File: src/rtl/nseq_pkg.sv
package nseq_pkg;

  typedef enum logic [3:0] {
    S_IDLE, S_CMD1, S_ADDR, S_WDATA, S_CMD2, S_TWB, S_RB, S_RDATA, S_DONE
  } nseq_st_e;

  localparam logic [1:0] AC_NONE  = 2'd0;
  localparam logic [1:0] AC_ONE   = 2'd1;
  localparam logic [1:0] AC_THREE = 2'd2;
  localparam logic [1:0] AC_FIVE  = 2'd3;

  // number of address bytes implied by the count code
  function automatic logic [2:0] addr_beats(input logic [1:0] code);
    case (code)
      AC_NONE:  return 3'd0;
      AC_ONE:   return 3'd1;
      AC_THREE: return 3'd3;
      default:  return 3'd5;
    endcase
  endfunction

endpackage

File: src/rtl/nseq_timer.sv
module nseq_timer #(
  parameter int W = 8
) (
  input  logic         clk,
  input  logic         rst,
  input  logic         load,
  input  logic [W-1:0] val,
  output logic         expired
);
  logic [W-1:0] cnt;

  // a load of N gives N cycles before expiry (0 behaves as 1)
  always_ff @(posedge clk) begin
    if (rst)              cnt <= '0;
    else if (load)        cnt <= (val == '0) ? '0 : val - 1'b1;
    else if (cnt != '0)   cnt <= cnt - 1'b1;
  end

  assign expired = (cnt == '0);
endmodule

File: src/rtl/nseq_addr_pick.sv
module nseq_addr_pick
  import nseq_pkg::*;
(
  input  logic [1:0]  code,
  input  logic [2:0]  idx,
  input  logic [7:0]  addr0,
  input  logic [31:0] addr_hi,
  output logic [7:0]  abyte
);
  localparam int LANES = 4;
  logic [7:0] lane [LANES];
  logic [2:0] idx_m1;

  for (genvar g = 0; g < LANES; g++) begin : g_lane
    assign lane[g] = addr_hi[8*g +: 8];
  end

  assign idx_m1 = idx - 3'd1;

  always_comb begin
    unique case (code)
      AC_ONE:   abyte = addr0;
      AC_THREE: abyte = lane[idx[1:0]];
      AC_FIVE:  abyte = (idx == 3'd0) ? addr0 : lane[idx_m1[1:0]];
      default:  abyte = 8'h00;
    endcase
  end
endmodule

File: src/rtl/nand_seq_top.sv
module nand_seq_top
  import nseq_pkg::*;
#(
  parameter int TW    = 8,
  parameter int TMO_W = 16,
  parameter int LEN_W = 10
) (
  input  logic             clk,
  input  logic             rst,
  input  logic             job_valid,
  output logic             job_ready,
  input  logic [7:0]       job_cmd1,
  input  logic [7:0]       job_cmd2,
  input  logic             job_cmd2_en,
  input  logic [1:0]       job_acyc,
  input  logic             job_xfer_en,
  input  logic             job_xfer_wr,
  input  logic [7:0]       job_addr0,
  input  logic [31:0]      job_addr_hi,
  input  logic [LEN_W-1:0] job_len,
  input  logic [TW-1:0]    cfg_strobe_lo,
  input  logic [TW-1:0]    cfg_strobe_hi,
  input  logic [TW-1:0]    cfg_wb_wait,
  input  logic [TMO_W-1:0] cfg_busy_tmo,
  input  logic [7:0]       wr_data,
  input  logic             wr_valid,
  output logic             wr_ready,
  output logic [7:0]       rd_data,
  output logic             rd_valid,
  output logic             xfer_done,
  output logic             job_done,
  output logic             job_err,
  output logic             nand_ce_n,
  output logic             nand_cle,
  output logic             nand_ale,
  output logic             nand_we_n,
  output logic             nand_re_n,
  output logic [7:0]       nand_dq_out,
  output logic             nand_dq_oe,
  input  logic [7:0]       nand_dq_in,
  input  logic             nand_rb
);
  localparam int SYNC = 2;

  nseq_st_e st, st_n, follow, after_addr, after_w;
  logic             lo, lo_n;
  logic [LEN_W-1:0] cnt, cnt_n, lim;
  logic cle_n, ale_n, we_n_n, re_n_n, ce_n_n, oe_n, rdv_n, done_n, err_n, xd_n;
  logic tmo_q, tmo_n, accept;
  logic [7:0] dq_n, rdd_n, byte_val, abyte;
  logic t_load, t_exp, b_load, b_exp;
  logic [TW-1:0] t_val;
  logic [SYNC-1:0] rb_sync;
  logic rb_s;

  // latched descriptor
  logic [7:0]       j_cmd1, j_cmd2, j_a0;
  logic             j_c2en, j_xen, j_xwr;
  logic [1:0]       j_ac;
  logic [31:0]      j_ahi;
  logic [LEN_W-1:0] j_len;

  nseq_timer #(.W(TW)) u_strobe (
    .clk(clk), .rst(rst), .load(t_load), .val(t_val), .expired(t_exp));

  nseq_timer #(.W(TMO_W)) u_busy (
    .clk(clk), .rst(rst), .load(b_load), .val(cfg_busy_tmo), .expired(b_exp));

  nseq_addr_pick u_addr (
    .code(j_ac), .idx(cnt[2:0]), .addr0(j_a0), .addr_hi(j_ahi), .abyte(abyte));

  always_ff @(posedge clk) begin
    if (rst) rb_sync <= '1;
    else     rb_sync <= {rb_sync[SYNC-2:0], nand_rb};
  end
  assign rb_s = rb_sync[SYNC-1];

  assign job_ready  = (st == S_IDLE);
  assign wr_ready   = (st == S_WDATA) && !lo && t_exp && (cnt != j_len);
  assign after_w    = j_c2en ? S_CMD2 : S_TWB;
  assign after_addr = (j_xen && j_xwr) ? S_WDATA : after_w;

  always_comb begin
    unique case (st)
      S_CMD1:  follow = (j_ac != AC_NONE) ? S_ADDR : after_addr;
      S_ADDR:  follow = after_addr;
      S_WDATA: follow = after_w;
      S_CMD2:  follow = S_TWB;
      default: follow = S_DONE;
    endcase
    unique case (st)
      S_CMD1, S_CMD2: lim = LEN_W'(1);
      S_ADDR:         lim = LEN_W'(addr_beats(j_ac));
      default:        lim = j_len;
    endcase
    unique case (st)
      S_CMD1:  byte_val = j_cmd1;
      S_CMD2:  byte_val = j_cmd2;
      S_ADDR:  byte_val = abyte;
      default: byte_val = wr_data;
    endcase
  end

  always_comb begin
    st_n = st; lo_n = lo; cnt_n = cnt;
    cle_n = nand_cle; ale_n = nand_ale; we_n_n = nand_we_n; re_n_n = nand_re_n;
    ce_n_n = nand_ce_n; dq_n = nand_dq_out; oe_n = nand_dq_oe; rdd_n = rd_data;
    rdv_n = 1'b0; done_n = 1'b0; err_n = 1'b0; xd_n = 1'b0; tmo_n = tmo_q;
    t_load = 1'b0; t_val = cfg_strobe_lo; b_load = 1'b0; accept = 1'b0;
    unique case (st)
      S_IDLE: if (job_valid) begin
        accept = 1'b1; st_n = S_CMD1; cnt_n = '0; lo_n = 1'b0;
        ce_n_n = 1'b0; tmo_n = 1'b0;
      end
      S_TWB: if (t_exp) begin
        st_n = S_RB; b_load = 1'b1;
      end
      S_RB: begin
        if (rb_s) begin
          st_n = (j_xen && !j_xwr) ? S_RDATA : S_DONE; cnt_n = '0;
        end else if (b_exp) begin
          tmo_n = 1'b1; st_n = S_DONE;
        end
      end
      S_DONE: begin
        ce_n_n = 1'b1; done_n = 1'b1; err_n = tmo_q; tmo_n = 1'b0; st_n = S_IDLE;
      end
      default: if (t_exp) begin
        if (lo) begin
          // end of strobe low phase: the byte is latched or sampled here
          we_n_n = 1'b1; re_n_n = 1'b1; lo_n = 1'b0; cnt_n = cnt + 1'b1;
          t_load = 1'b1; t_val = cfg_strobe_hi;
          if (st == S_RDATA) begin rdd_n = nand_dq_in; rdv_n = 1'b1; end
        end else begin
          cle_n = 1'b0; ale_n = 1'b0; oe_n = 1'b0;
          if (cnt == lim) begin
            cnt_n = '0; st_n = follow;
            if (follow == S_TWB) begin t_load = 1'b1; t_val = cfg_wb_wait; end
            if (st == S_WDATA || st == S_RDATA) xd_n = 1'b1;
          end else if (st != S_WDATA || wr_valid) begin
            lo_n = 1'b1; t_load = 1'b1; t_val = cfg_strobe_lo;
            if (st == S_RDATA) re_n_n = 1'b0;
            else begin
              we_n_n = 1'b0; oe_n = 1'b1; dq_n = byte_val;
              cle_n = (st == S_CMD1) || (st == S_CMD2);
              ale_n = (st == S_ADDR);
            end
          end
        end
      end
    endcase
  end

  always_ff @(posedge clk) begin
    if (rst) begin
      st <= S_IDLE; lo <= 1'b0; cnt <= '0; tmo_q <= 1'b0;
      nand_ce_n <= 1'b1; nand_cle <= 1'b0; nand_ale <= 1'b0;
      nand_we_n <= 1'b1; nand_re_n <= 1'b1; nand_dq_out <= 8'h00; nand_dq_oe <= 1'b0;
      rd_data <= 8'h00; rd_valid <= 1'b0; xfer_done <= 1'b0;
      job_done <= 1'b0; job_err <= 1'b0;
      j_cmd1 <= '0; j_cmd2 <= '0; j_a0 <= '0; j_c2en <= 1'b0; j_xen <= 1'b0;
      j_xwr <= 1'b0; j_ac <= '0; j_ahi <= '0; j_len <= '0;
    end else begin
      st <= st_n; lo <= lo_n; cnt <= cnt_n; tmo_q <= tmo_n;
      nand_ce_n <= ce_n_n; nand_cle <= cle_n; nand_ale <= ale_n;
      nand_we_n <= we_n_n; nand_re_n <= re_n_n; nand_dq_out <= dq_n; nand_dq_oe <= oe_n;
      rd_data <= rdd_n; rd_valid <= rdv_n; xfer_done <= xd_n;
      job_done <= done_n; job_err <= err_n;
      if (accept) begin
        j_cmd1 <= job_cmd1; j_cmd2 <= job_cmd2; j_a0 <= job_addr0;
        j_c2en <= job_cmd2_en; j_xen <= job_xfer_en; j_xwr <= job_xfer_wr;
        j_ac <= job_acyc; j_ahi <= job_addr_hi; j_len <= job_len;
      end
    end
  end

  AST_CLE_ALE_EXCL: assert property (@(posedge clk) disable iff (rst)
    !(nand_cle && nand_ale));
  AST_STROBE_EXCL: assert property (@(posedge clk) disable iff (rst)
    !(!nand_we_n && !nand_re_n));
  AST_NO_DRIVE_ON_READ: assert property (@(posedge clk) disable iff (rst)
    !nand_re_n |-> !nand_dq_oe);
  AST_DRIVE_ON_WRITE: assert property (@(posedge clk) disable iff (rst)
    !nand_we_n |-> nand_dq_oe);
  AST_DQ_HOLD: assert property (@(posedge clk) disable iff (rst)
    (!nand_we_n && $past(!nand_we_n)) |-> $stable(nand_dq_out));
  AST_DONE_PULSE: assert property (@(posedge clk) disable iff (rst)
    job_done |=> !job_done);
  AST_CE_IDLE: assert property (@(posedge clk) disable iff (rst)
    job_ready |-> nand_ce_n);
  AST_ERR_WITH_DONE: assert property (@(posedge clk) disable iff (rst)
    job_err |-> job_done);
  AST_XFER_PULSE: assert property (@(posedge clk) disable iff (rst)
    xfer_done |=> !xfer_done);
endmodule

File: config.mk
export PLATFORM = sky130hd
export DESIGN_NAME = nand_seq_top
export DESIGN_NICKNAME = d
export VERILOG_FILES = /design/src/rtl/nseq_pkg.sv /design/src/rtl/nseq_timer.sv /design/src/rtl/nseq_addr_pick.sv /design/src/rtl/nand_seq_top.sv
export SDC_FILE = /design/constraint.sdc
export NUM_CORES = 1
export LEC_CHECK = 0
export BUFFER_PORTS_ARGS = -buffer_cell sky130_fd_sc_hd__buf_2
export CAP_MARGIN = 40
export CORE_MARGIN = 1
export CORE_UTILIZATION = 55
export DETAILED_ROUTE_END_ITERATION = 12
export MAX_ROUTING_LAYER = met4
export PLACE_DENSITY = 0.91
export SETUP_SLACK_MARGIN = 0.4
export SYNTH_ARGS = -nofsm -noshare
export SYNTH_HDL_FRONTEND = slang
export SYNTH_SLANG_ARGS = --single-unit
File: constraint.sdc
create_clock -name clk -period 9.2 [get_ports clk]
set_input_delay 1.84 -clock clk [delete_from_list [all_inputs] [get_ports clk]]
set_output_delay 1.84 -clock clk [all_outputs]
set_load 0.01 [all_outputs]
==> metrics.cfg <==
[min_path]
min-delay-start = rb_sync[0]
hp-class = flip-flop to flip-flop

[place]
placed_cell_area_um2 = 8381
dp_hpwl_mm = 14.46
portBuffers = 159
routabilityCongestion = 0.9164

[routing]
vias = 7667
vias_per_cell = 6.004
antenna_left = 0
drt-met1-wl_mm = 8.608
routed_wl_mm = 20.76
drt-initial-drc-count = 739
met2_length_mm = 10.23
top_layer_used = met4
wl_per_cell_um = 16.25
remaining_drc_errors = 0
dr.pass1.iters = 5
route.met3.wl_mm = 1.524

[timing]
final.setup.tns_ps = 0
grt_setup_unrepaired = false
clock.fmax_mhz = 232.1
period_share = 0.4683
maxSlewViolCount = 0
slew_headroom = 0.3609
setup_viol_count_final = 0
finalHoldViolCount = 0
finalCriticalPeriod_ps = 4308
worst_pin_slew_ps = 953.4
hold_slack_ps = 427.6
final.setup_skew_ps = 9.231

[pwr]
powerDensity_nw_per_um2 = 291.7
power.leakage_nw = 3.546
vdd_drop_max_mv = 0.1834

[clock_network]
clock-root-buffer = clkbuf_16
clockBufferDepth = 2
clock-sinks = 139
cts_resized = 0
insertion_delay_ps = 430
cts_made_buffers = 17
cts-htree-levels = 4
tritoncts = yes
post-cts-setup-buffer-count = 0
holdBufCountCts = 0
clkTransAtPathRegs_ps = 50

[worst_setup_path]
start_kind = input pin
cp_data_required_time_ps = 9470
crit_chain = buf_2 -> or3_1 -> or3b_2 -> or4_1 -> or3_1 -> nor3_1 -> nor2_1 -> nand2_1 -> nand2_1 -> a21oi_1 -> a211oi_1
timing.rr.end = u_strobe.cnt[3]
r2r_cells = 13
r2r_start = st[1]
cp_slowest_cell = or3b_2
end_kind = flip-flop
cp_num_buf_inv = 1
path_delay_family = simple AND/OR/NAND/NOR gates
arrival_ps = 4580
cp-endpoint = u_busy.cnt[10]
path_depth = 11
critical_path.startpoint = cfg_busy_tmo[4]
rrSetupSlack_ps = 4900
crit_type = input pin to flip-flop
slowest_delay_ps = 530
critPathMaxFanout = 11

[logic_synthesis]
synthTopCellsByArea = dfxtp_1 (37%), nand2_1 (9.1%), a21oi_1 (7.1%), mux4_2 (4.8%), nor2_1 (3.9%)
seq_area_frac_synth = 0.3680
synth_fp_nets = 1105
synthArstFlopShare = 0
yosysWarnings = 0
ys_top_cells_by_count = nand2_1 (184), dfxtp_1 (139), a21oi_1 (107)
synth-seq-cells = 139
synth_edf_count = 0
synth_ff_type = dfxtp_1
synthMostInstantiatedCell = nand2_1
synthDistinctLibCells = 73
synthCells = 966
synth_top_area_share = 0.3680
synth_area_leader_cell = dfxtp_1
syn_area_um2 = 7562
syn_avg_cell_area_um2 = 7.828

[layout]
post-route-util = 0.6714
diodes = 0
drive_gt1_frac = 0.2089
area_delta_synth_final_pct = 18.51
fin_area_um2 = 8962
n_fill_cell = 1088
fin_nets = 1228

[flow_run]
drv_cap = 0

[floorplan]
pin_count = 160
die_area_um2 = 14220
die-height_um = 119.3
die_w_um = 119.3
core_um2 = 13350
initial_core_util = 0.5666
num_rows = 42

[global_routing]
grt_overflow = 0
grt_pass1_wl_mm = 33.40
antenna_found_initial = 0
grtUsageTotal = 0.3022
grt_start_max_net_pins = 72
grt_pass1_vias = 7067

[status]
status = finished clean

## cell type report
type	instances	area (um2)	area share
Inverter	26	97.59	0.01089
Tap cell	176	220.2	0.02457
Multi-Input combinational cell	738	4431	0.4943
Clock buffer	20	436.7	0.04872
Sequential cell	139	2783	0.3105
Timing Repair Buffer	167	849.6	0.09479
Clock inverter	11	145.1	0.01619
## power breakdown
| part | leakage (nW) | internal, mW | switching, mW |
|---|---|---|---|
| Sequential | 1.14 | 0.725 | 0.127 |
| Combinational | 2.12 | 0.423 | 0.652 |
| Clock | 0.288 | 0.424 | 0.262 |
| Total | 3.55 | 1.57 | 1.04 |
## worst min-delay path by stage
stage                             to  slack, ps  cells past startpoint
final                     rb_sync[1]        430                      1
after global placement    rb_sync[1]        400                      1
after floorplan           rb_sync[1]        390                      1
after CTS                 rb_sync[1]        430                      1
after global routing      rb_sync[1]        430                      1
after detailed placement  rb_sync[1]        400                      1
## stage by stage
stage | worst slack, ps | power [mW] | std cells
after floorplan | 4893 | 1.656 | 966
after global placement | 4587 | 1.870 | 1243
after detailed placement | 4528 | 1.912 | 1246
after CTS | 4954 | 2.601 | 1277
after global routing | 4550 | 2.779 | 1277
final | 4892 | 2.614 | 1277
## layout by cell type (no fill, tap or decap), types with 6 or more instances in the layout
cell type  netlist  layout
xor2_1          27      27
clkbuf_16        0      17
inv_1           24      24
a22oi_1         19      19
a211oi_1        10      10
nand3_1         29      29
or4_1            7       7
a222oi_1         9       9
nand4_1          6       6
nand2b_1         9       9
o31ai_1          7       7
buf_2            3     160
ha_1             7       7
nand2_1        184     183
and2_1           7       6
buf_4            0       6
nor4_1          12      12
or3_1           11      11
xnor2_1         26      26
dfxtp_1        139     139
nor2_1          79      79
mux4_2          16      16
nor3_1          28      28
o22ai_1          7       7
and3_1           7       7
a21oi_1        107     107
o211ai_1        12      12
o21ai_0         41      41
## sequential cells by signal, summed over array words and instances (netlist names), 2 cells and up
name / count
cnt: 10
j_a0: 8
j_ac: 2
j_ahi: 32
j_cmd1: 8
j_cmd2: 8
j_len: 10
nand_dq_out: 8
rb_sync: 2
rd_data: 8
st: 4
u_busy.cnt: 16
u_strobe.cnt: 8
## per-layer routing
metal | vias to the layer above | GRT usage
met4 | 0 | 0.1092
met5 | - | -
li1 | 3696 | -
met1 | 3574 | 0.3608
met2 | 352 | 0.4942
met3 | 45 | 0.07328
## kinds of logic (layout without fill, tap and decap cells)
logic type      after synthesis  count (layout)  share of synthesized area
compound gates              250             250                     0.2070
fa+ha+maj                     7               7                    0.01158
xor+xnor                     53              53                    0.06138
flops                       139             139                     0.3680
mux                          22              22                    0.05592
buf+inv                      89             224                    0.04666
simple gates                406             406                     0.2495
Note: power is estimated with default switching activity, not from simulation.
